[src/rtl/irq_vector_ctrl.sv]
module irq_vector_ctrl #(
  parameter int N_IRQ = 8,
  parameter logic [7:0] CALL_OP = 8'hCD,
  parameter int VEC_SHIFT = 2
) (
  input  logic             clk,
  input  logic             rst_n,
  input  logic [N_IRQ-1:0] irq_in,
  output logic             int_out,
  input  logic             inta,
  output logic [7:0]       dbus_out,
  output logic             dbus_oe,
  input  logic             cfg_we,
  input  logic [1:0]       cfg_addr,
  input  logic [7:0]       cfg_data,
  input  logic             eoi
);
  localparam int LW = $clog2(N_IRQ);

  logic [N_IRQ-1:0] irr, isr, set_m, clr_m;
  logic [15:0]      base, vaddr;
  logic             rotate, inta_q, sel_vld, eoi_vld;
  logic [LW-1:0]    lowest, pbase, sel_lvl, eoi_lvl, cur_lvl;
  logic [1:0]       phase;
  int               blk;

  wire ack_rise  = inta & ~inta_q;
  wire ack_start = ack_rise && (phase == 2'd0);

  assign pbase   = rotate ? LW'(lowest + 1'b1) : '0;
  assign vaddr   = base + (16'(cur_lvl) << VEC_SHIFT);
  assign int_out = sel_vld && (phase == 2'd0);

  always_comb begin
    blk = N_IRQ; eoi_lvl = '0; eoi_vld = 1'b0;
    sel_lvl = '0; sel_vld = 1'b0;
    for (int k = N_IRQ - 1; k >= 0; k--) begin
      if (isr[LW'(int'(pbase) + k)]) begin
        blk = k; eoi_lvl = LW'(int'(pbase) + k); eoi_vld = 1'b1;
      end
    end
    for (int k = N_IRQ - 1; k >= 0; k--) begin
      if (irr[LW'(int'(pbase) + k)] && k < blk) begin
        sel_lvl = LW'(int'(pbase) + k); sel_vld = 1'b1;
      end
    end
  end

  always_comb begin
    set_m = '0; clr_m = '0;
    if (ack_start && sel_vld) set_m[sel_lvl] = 1'b1;
    if (eoi && eoi_vld) clr_m[eoi_lvl] = 1'b1;
  end

  always_ff @(posedge clk or negedge rst_n) begin
    if (!rst_n) begin
      irr <= '0; isr <= '0; base <= '0; rotate <= 1'b0;
      lowest <= '1; inta_q <= 1'b0; phase <= 2'd0;
      cur_lvl <= '0; dbus_out <= '0; dbus_oe <= 1'b0;
    end else begin
      inta_q  <= inta;
      dbus_oe <= inta;
      irr <= (irr | irq_in) & ~set_m;
      isr <= (isr & ~clr_m) | set_m;
      if (eoi && eoi_vld && rotate) lowest <= eoi_lvl;
      if (cfg_we) begin
        case (cfg_addr)
          2'd0:    base[7:0]  <= cfg_data;
          2'd1:    base[15:8] <= cfg_data;
          2'd2:    rotate     <= cfg_data[0];
          default: ;
        endcase
      end
      if (ack_rise) begin
        case (phase)
          2'd0: begin
            dbus_out <= CALL_OP;
            cur_lvl  <= sel_vld ? sel_lvl : '1;
            phase    <= 2'd1;
          end
          2'd1: begin
            dbus_out <= vaddr[7:0];
            phase    <= 2'd2;
          end
          default: begin
            dbus_out <= vaddr[15:8];
            phase    <= 2'd0;
          end
        endcase
      end
    end
  end

  assert_call_first_R5: assert property (@(posedge clk) disable iff (!rst_n)
    ack_start |=> (dbus_oe && dbus_out == CALL_OP));

  assert_int_quiet_R8: assert property (@(posedge clk) disable iff (!rst_n)
    ack_start |=> !int_out);

  assert_one_new_isr_R8: assert property (@(posedge clk) disable iff (!rst_n)
    $onehot0(isr & ~$past(isr)));

  assert_sel_free_R4: assert property (@(posedge clk) disable iff (!rst_n)
    int_out |-> (irr[sel_lvl] && !isr[sel_lvl]));

  assert_isr_hold_R9: assert property (@(posedge clk) disable iff (!rst_n)
    !eoi |=> ((isr & $past(isr)) == $past(isr)));

  assert_eoi_drop_R9: assert property (@(posedge clk) disable iff (!rst_n)
    (eoi && (|isr) && !ack_start) |=> ($countones(isr) == $countones($past(isr)) - 1));
endmodule

[config.mk]
export PLATFORM = sky130hd
export DESIGN_NAME = irq_vector_ctrl
export DESIGN_NICKNAME = d
export VERILOG_FILES = /design/src/rtl/irq_vector_ctrl.sv
export SDC_FILE = /design/constraint.sdc
export NUM_CORES = 1
export LEC_CHECK = 0
export BUFFER_PORTS_ARGS = -buffer_cell sky130_fd_sc_hd__buf_2
export CAP_MARGIN = 30
export CELL_PAD_IN_SITES_DETAIL_PLACEMENT = 1
export CELL_PAD_IN_SITES_GLOBAL_PLACEMENT = 2
export CORE_MARGIN = 5
export CORE_UTILIZATION = 34
export DETAILED_ROUTE_END_ITERATION = 12
export GPL_TIMING_DRIVEN = 1
export PLACE_DENSITY_LB_ADDON = 0.08
export SETUP_SLACK_MARGIN = 0.05
export SYNTH_ARGS = -nofsm -noshare
export SYNTH_HDL_FRONTEND = slang
export SYNTH_SLANG_ARGS = --single-unit
[constraint.sdc]
create_clock -name clk -period 5.5 [get_ports clk]
set_input_delay 0.55 -clock clk [delete_from_list [all_inputs] [get_ports clk]]
set_output_delay 0.55 -clock clk [all_outputs]
set_load 0.05 [all_outputs]
* After elaboration in Yosys (flattened, before gate mapping)
Cells that the tools add are included.
Cells by class: $add $sub $neg 9, order comparisons 20, equal/unequal tests 3, mux-type cells 98, bitwise operators 8, reduce and logical (&&, ||, !) cells 21
Operators with widths (number):
- $mux 32 | 6
- $lt 4x32->1 const A | 4
- $lt 3x32->1 const A | 2
- $mux 3 | 18
- $mux 1 | 50
- $bmux 1 s3 | 16
- $lt 3x5->1 const B | 8
- $lt 1x32->1 const A | 1
- $lt 2x32->1 const A | 1
- $add 16x5->16 | 1
- $and 8x8->8 | 2
- $mux 8 | 2
- $not 8->8 | 2
- $or 8x8->8 | 2
- $pmux 8 s2 | 1
- $logic_and 1x1->1 | 15
- $add 3x3->3 const B | 4
- $lt 3x4->1 const B | 2
- $mux 4 | 2
- $reduce_and 2->1 | 4
- $add 3x1->3 const B | 2
- $add 3x2->3 const B | 2
- $demux 1 s3 | 2
- $ge 3x1->1 const B | 2
- 6 further kinds | 8
Storage, ports and cells: register bits after elaboration 50, word-level logic and storage cells 169

* Longest topological paths before layout
Gate-level depths: netlist (run 1).
depth in word-level cells 31, gate-level depth with buffers 17

* Worst setup path before layout (run 1)
OpenSTA, ideal clock, no wires.
path type reg-to-output, start point register lowest[0], end point output port int_out, arrival 4.573 ns, setup slack 0.377 ns, cell stages (with the launch flop) 17, buffers on the path 3, cell sequence dfstp_2 ha_1 and2_1 clkbuf_1 clkinv_1 clkbuf_1 ha_1 inv_1 and3_1 nor2_1 mux2_2 or3b_1 buf_2 o311ai_0 and3_1 nor4_1 nor3_1
Between the ends: cells in the longest elaborated chain, start to end 25, elaborated cells on any way between the ends 90, those cells by class add/sub (8); order compare (8); mux (65); reduce/logical (9)
RTL lines:
- start: declaration | line 23 | logic [LW-1:0] lowest, pbase, sel_lvl, eoi_lvl, cur_lvl;
- start signal: assignment | line 65 | if (eoi && eoi_vld && rotate) lowest <= eoi_lvl;
- $add 3x1->3 * | line 30 | assign pbase = rotate ? LW'(lowest + 1'b1) : '0;
- $mux 3 * | line 30
- $add 3x3->3 | line 38, 43
- $bmux 1 s3 | line 38 | if (isr[LW'(int'(pbase) + k)]) begin
- $mux 1 (not written as such) (2 in a row) | line 38
- $mux 4 (2 in a row) | line 38
- $mux 32 (6 in a row) | line 38
- $lt 4x32->1 | line 43 | if (irr[LW'(int'(pbase) + k)] && k < blk) begin
- $logic_and 1x1->1 | line 43
- $mux 1 (7 in a row) | line 43
- $mux 1 * | line 43
- $logic_and 1x1->1 * | line 32 | assign int_out = sel_vld && (phase == 2'd0);
- end: declaration | line 9 | output logic int_out,
Every way passes the cells marked *; elsewhere a longest branch is shown, timed or not. The select of a mux whose other input is x is not followed.

* Worst setup path in the final report (run 1)
Same ends and word-level chain as after synthesis.

==> impl_metrics.toml, run 1 <==
[synth]
syn_nets = 472
synthDistinctLibCells = 77
synth_async_sr_flop_share = 1.00
synth_cells = 443
synth_area_um2 = 4180
syn_area_per_cell_um2 = 9.42
yosysWarnings = 0
ys_seq_elements = 50
synth_edf_count = 0
synth-main-ff-cell = "dfrtp_1"
yosysSeqAreaShare = 0.301

[flow_run]
cap_viol_max_count = 0

[clocking]
cts.path.max_buffers = 2
cts_resized = 0
cts_buffers = 5
clkTransAtPathRegs_ns = 0.06
cts_sinks = 50
cts_root_buffer = "clkbuf_16"
cts_setup_buffers = 0
htree_levels = 2
tritoncts = "built"
clk_latency_ns = 0.29
postCtsHoldBufs = 0

[route]
wl_per_cell_um = 22.4
drtIter0Drc = 198
drt_first_pass_iters = 5
via_per_inst = 5.94
drc = 0
wirelength_um = 13900
num_vias = 3694
ant_nets = 0

[setup_path]
worstRegToRegCells = 13
cpPeakStageDelay_ns = 0.66
endpoint_kind = "primary output"
crit_top_cell = "ha_1"
crit_path_start_kind = "register"
r2r-start = "lowest[0]"
reg2reg_setup_slack_ns = 0.87
r2r_end = "isr[1]"
worstPathArrival_ns = 4.49
cp_cell_sequence = "ha_1 -> and2_1 -> clkinv_1 -> ha_1 -> mux4_2 -> mux2_2 -> a211oi_1 -> o311ai_0 -> and3_1 -> nor4_1 -> nor3_1 -> buf_2"
crit_path_max_fanout = 12
slowest_stage = "dfstp_2"
crit_required_ns = 4.95
critPathKind = "reg2out"

[timing]
post-route-period-util = 0.917
rsz0062_at_grt = "false"
setup_violations = 0
fin_crit_ns = 5.04
maxSlewViolCount = 0
finClkSkew_ns = 0.00428
tns_ns = 0
hold_viol = 0
fmax_ghz = 0.198
tightestPinTransition_ns = 0.807
relSlewSlack = 0.458

[global_route]
antenna_found_initial = 0
gr-total-overflow = 0
grt_max_degree = 51
grt_pass1_vias = 3956
grt_first_pass_wirelength_um = 22500
grt_usage = 0.198

[floorplanning]
dieArea_um2 = 14600
io_pins = 33
die_width_um = 121
core_area_um2 = 12000
rows = 40
start_util = 0.348
die_h_um = 121

[layout]
fin_nets = 503
syn_to_final_growth_pct = 11.9
diodes = 0
drive_above_1_share = 0.236

[place]
dp_hpwl_um = 11200
place.gp.congestion = 0.891
port-buffer-count = 32

[hold_path]
hold_class = "in2async"

[status]
status = "complete, no violations"
state kept, by name, indices dropped and copies added, names as in the netlist:
signal / count
base: 16
rotate: 1
irr: 8
isr: 8
dbus_out: 8
cur_lvl: 3
phase: 2
lowest: 3
inta_q: 1
cell type report:
cell class | instances | area [um^2]
Clock buffer | 8 | 166
Inverter | 9 | 33.8
Tap cell | 147 | 184
Multi-Input combinational cell | 365 | 2790
Fill cell | 1388 | 7340
Sequential cell | 50 | 1250
Timing Repair Buffer | 43 | 243
metrics by stage:
stage	instances	hold slack [ns]	util	cell area, um^2	setup WS [ns]
floorplan	443	0.254	-	4180	0.377
finish	622	0.358	0.389	4670	0.455
detailed placement	614	0.468	0.375	4510	0.788
CTS	622	0.374	0.389	4670	0.463
global placement	614	0.457	0.375	4510	0.865
global route	622	0.373	0.389	4670	0.0901
synth_stat cells (4+ instances only):
cell type  count  area share
and2_1         6      0.0090
and3_1         8       0.012
nor3b_1        5      0.0090
xor2_1         7       0.015
a21oi_1       14       0.017
mux2i_1       34       0.082
mux2_2        30       0.081
a22oi_1        4      0.0072
nand3_1       11       0.013
nor3_1        13       0.016
o21ai_0       29       0.035
a21o_1         7       0.013
dfrtp_1       47        0.28
buf_2          4      0.0048
inv_1          6      0.0054
clkbuf_1      10      0.0090
nand2_1       42       0.038
o31ai_1        6       0.011
xnor2_1        6       0.013
nor2b_1        4      0.0060
o22a_1         8       0.017
nand2b_1      10       0.015
nor2_1        22       0.020
mux4_2         8       0.043
a211oi_1       9       0.016
a31oi_1        5      0.0075
ha_1           5       0.015
per-layer routing:
metal,track usage,wire [um],vias to the layer above
li1,-,-,1749
met1,0.242,5920,1865
met2,0.372,7370,63
met3,0.0192,424,17
met4,0.0453,206,0
met5,0,0,-
cell usage in the layout, fill, tap and decap left out, drive strengths merged, types with 4 or more instances in the layout:
| master | instances |
|---|---|
| a22oi | 4 |
| mux2 | 30 |
| xor2 | 8 |
| and2 | 6 |
| clkbuf | 8 |
| o31ai | 6 |
| a211oi | 9 |
| nand2 | 42 |
| and3 | 8 |
| buf | 43 |
| o21ai | 34 |
| mux2i | 35 |
| mux4 | 8 |
| o22a | 8 |
| a21o | 7 |
| nor3b | 5 |
| nand2b | 12 |
| a21oi | 14 |
| nor3 | 14 |
| nor2 | 22 |
| xnor2 | 6 |
| nor4 | 4 |
| a31oi | 5 |
| nand3 | 11 |
| or2 | 4 |
| inv | 8 |
| nor2b | 5 |
| dfrtp | 47 |
| ha | 5 |
critical path: cells and delay by family, from the launching register on:
kind            cells  cell delay, ns
simple gates        4            0.95
fa+ha+maj           2            0.90
mux                 2            0.78
flops               1            0.66
compound gates      2            0.62
buf+inv             2            0.31
worst max path at each step:
stage	to	depth (start not counted)	from
floorplan	int_out	16	lowest[0]
global placement	int_out	12	lowest[0]
detailed placement	int_out	12	lowest[0]
CTS	int_out	12	lowest[0]
global route	int_out	12	lowest[0]
finish	int_out	12	lowest[0]
kinds of logic (layout without fill, tap and decap cells):
family	after synthesis	after routing	synth area share
flip-flops	50	50	0.301
AND/OR/NAND/NOR	149	149	0.196
adder cells (fa/ha/maj)	6	6	0.0198
AO/OA/AOI/OAI	122	122	0.207
XOR/XNOR	15	15	0.0369
buffers and inverters	28	60	0.0309
multiplexers	73	73	0.209
Power of run 1 is left out: the tool's default activity adds up to more than one toggle a clock period on the data nets, which glitch-free logic cannot reach.
==> run 2, diff against run 1 <==
- MAX_ROUTING_LAYER: not set -> met4
==> run 2 against run 1 <==
Maximum frequency fell by 0.82%. Hold slack worse by 0.0088 ns. Highest routed layer unchanged. Critical endpoint unchanged. Count of clock-buffer cells in the layout fell by 2. Flip-flop and latch count is the same. Core utilization is 0.23 points lower. Critical path type unchanged. Setup slack worse by 0.042 ns.
==> impl_metrics.toml, run 2 (synthesis gave the netlist of run 1 again) <==
[status]
status = "complete, no violations"

[setup_path]
cpPeakStageDelay_ns = 0.65
crit_family = "simple AND/OR/NAND/NOR gates"
worst-path-buf-inv = 2
reg2reg_setup_slack_ns = 0.96
crit_top_cell = "ha_1"
r2r-start = "lowest[0]"
crit_required_ns = 4.95
crit_path_start_kind = "register"
cp_cell_sequence = "ha_1 -> and2_1 -> clkinv_1 -> ha_1 -> mux4_2 -> mux2_2 -> a211oi_1 -> o311ai_0 -> and3_1 -> nor4_1 -> nor3_1 -> buf_2"
crit_path_max_fanout = 12
r2r_end = "isr[0]"
worstRegToRegCells = 12
critPathKind = "reg2out"
worstPathArrival_ns = 4.54
endpoint_kind = "primary output"
slowest_stage = "dfstp_2"

[layout]
drive_above_1_share = 0.234
syn_to_final_growth_pct = 11.3
top_register = "base"
final_common_cell = "dfrtp_1"
largest_register_ffs = 16
diodes = 0
final_cell_mix = "dfrtp_1 (47), nand2_1 (42), mux2i_1 (34)"
fin_nets = 503
fin_cells = 622

[clocking]
htree_levels = 2
cts_setup_buffers = 0
cts_resized = 0
clk_latency_ns = 0.29
cts_root_buffer = "clkbuf_16"
clkTransAtPathRegs_ns = 0.07
cts_buffers = 5
cts.path.max_buffers = 2
tritoncts = "built"
cts_sinks = 50
postCtsHoldBufs = 0

[route]
via_per_inst = 5.93
wl_per_cell_um = 22.3
wirelength_um = 13900
drt_first_pass_iters = 4
ant_nets = 0
drtIter0Drc = 170
drc = 0
num_vias = 3688

[floorplanning]
io_pins = 33
die_width_um = 121
core_area_um2 = 12000
start_util = 0.348
dieArea_um2 = 14600
rows = 40
die_h_um = 121

[global_route]
gr-total-overflow = 0
grt_usage = 0.197
grt_pass1_vias = 3819
grt_first_pass_wirelength_um = 21700
antenna_found_initial = 0
grt_max_degree = 51

[timing]
tightestPinTransition_ns = 0.802
relSlewSlack = 0.450
finClkSkew_ns = 0.0105
fmax_ghz = 0.197
post-route-period-util = 0.925
hold_viol = 0
tns_ns = 0
setup_violations = 0
fin_crit_ns = 5.09
maxSlewViolCount = 0
hold-worst-slack_ns = 0.349
rsz0062_at_grt = "false"

[place]
place.gp.congestion = 0.942
dp_hpwl_um = 11100
port-buffer-count = 32
placed_cells = 614

[hold_path]
hold_class = "in2async"

[flow_run]
cap_viol_max_count = 0
==> run 2: changes by cell type in the layout (fill, tap and decap cells not counted) <==
cell | before | now
clkbuf_8 | 3 | 0
clkinv_2 | 0 | 2
clkbuf_1 | 0 | 1
==> run 2: worst max-delay path by stage <==
stage,startpoint,to,slack [ns],cells after the start
3_3_place_gp,lowest[0],int_out,0.83,12
4_1_cts,lowest[0],int_out,0.44,12
3_5_place_dp,lowest[0],int_out,0.77,12
5_1_grt,lowest[0],int_out,0.11,12
2_1_floorplan,lowest[0],int_out,0.38,16
6_report,lowest[0],int_out,0.41,12
==> run 2: area by class of cell <==
cell class,instances,area (um^2)
well taps,147,184
repair buffers,43,243
flip-flops and latches,50,1250
clock inverters,2,10.0
clock buffers,6,129
inverters,9,33.8
multi-input cells,365,2790
fillers,1413,7370
==> run 2: worst reg2reg max path, delay by kind of cell, from the launching register on <==
kind | cells | cell delay, ns
multiplexers | 2 | 0.78
buffers and inverters | 1 | 0.09
flip-flops | 1 | 0.65
adder cells (fa/ha/maj) | 2 | 0.90
AND/OR/NAND/NOR | 3 | 0.76
AO/OA/AOI/OAI | 4 | 1.23
==> run 2: routing by layer <==
| layer | up-vias | global-route usage | wire length, um |
|---|---|---|---|
| met3 | 10 | 0.0150 | 380 |
| met5 | - | - | 0 |
| li1 | 1747 | - | - |
| met4 | 0 | 0.0602 | 203 |
| met1 | 1869 | 0.237 | 5890 |
| met2 | 62 | 0.354 | 7400 |
==> run 2: stage by stage <==
stage / utilization / setup slack, ns / instance area, um^2
3_5_place_dp: 0.375 / 0.772 / 4510
6_report: 0.387 / 0.413 / 4650
2_1_floorplan: - / 0.377 / 4180
5_1_grt: 0.387 / 0.113 / 4650
4_1_cts: 0.387 / 0.436 / 4650
3_3_place_gp: 0.375 / 0.832 / 4510
Power of run 2 is left out for the same reason.
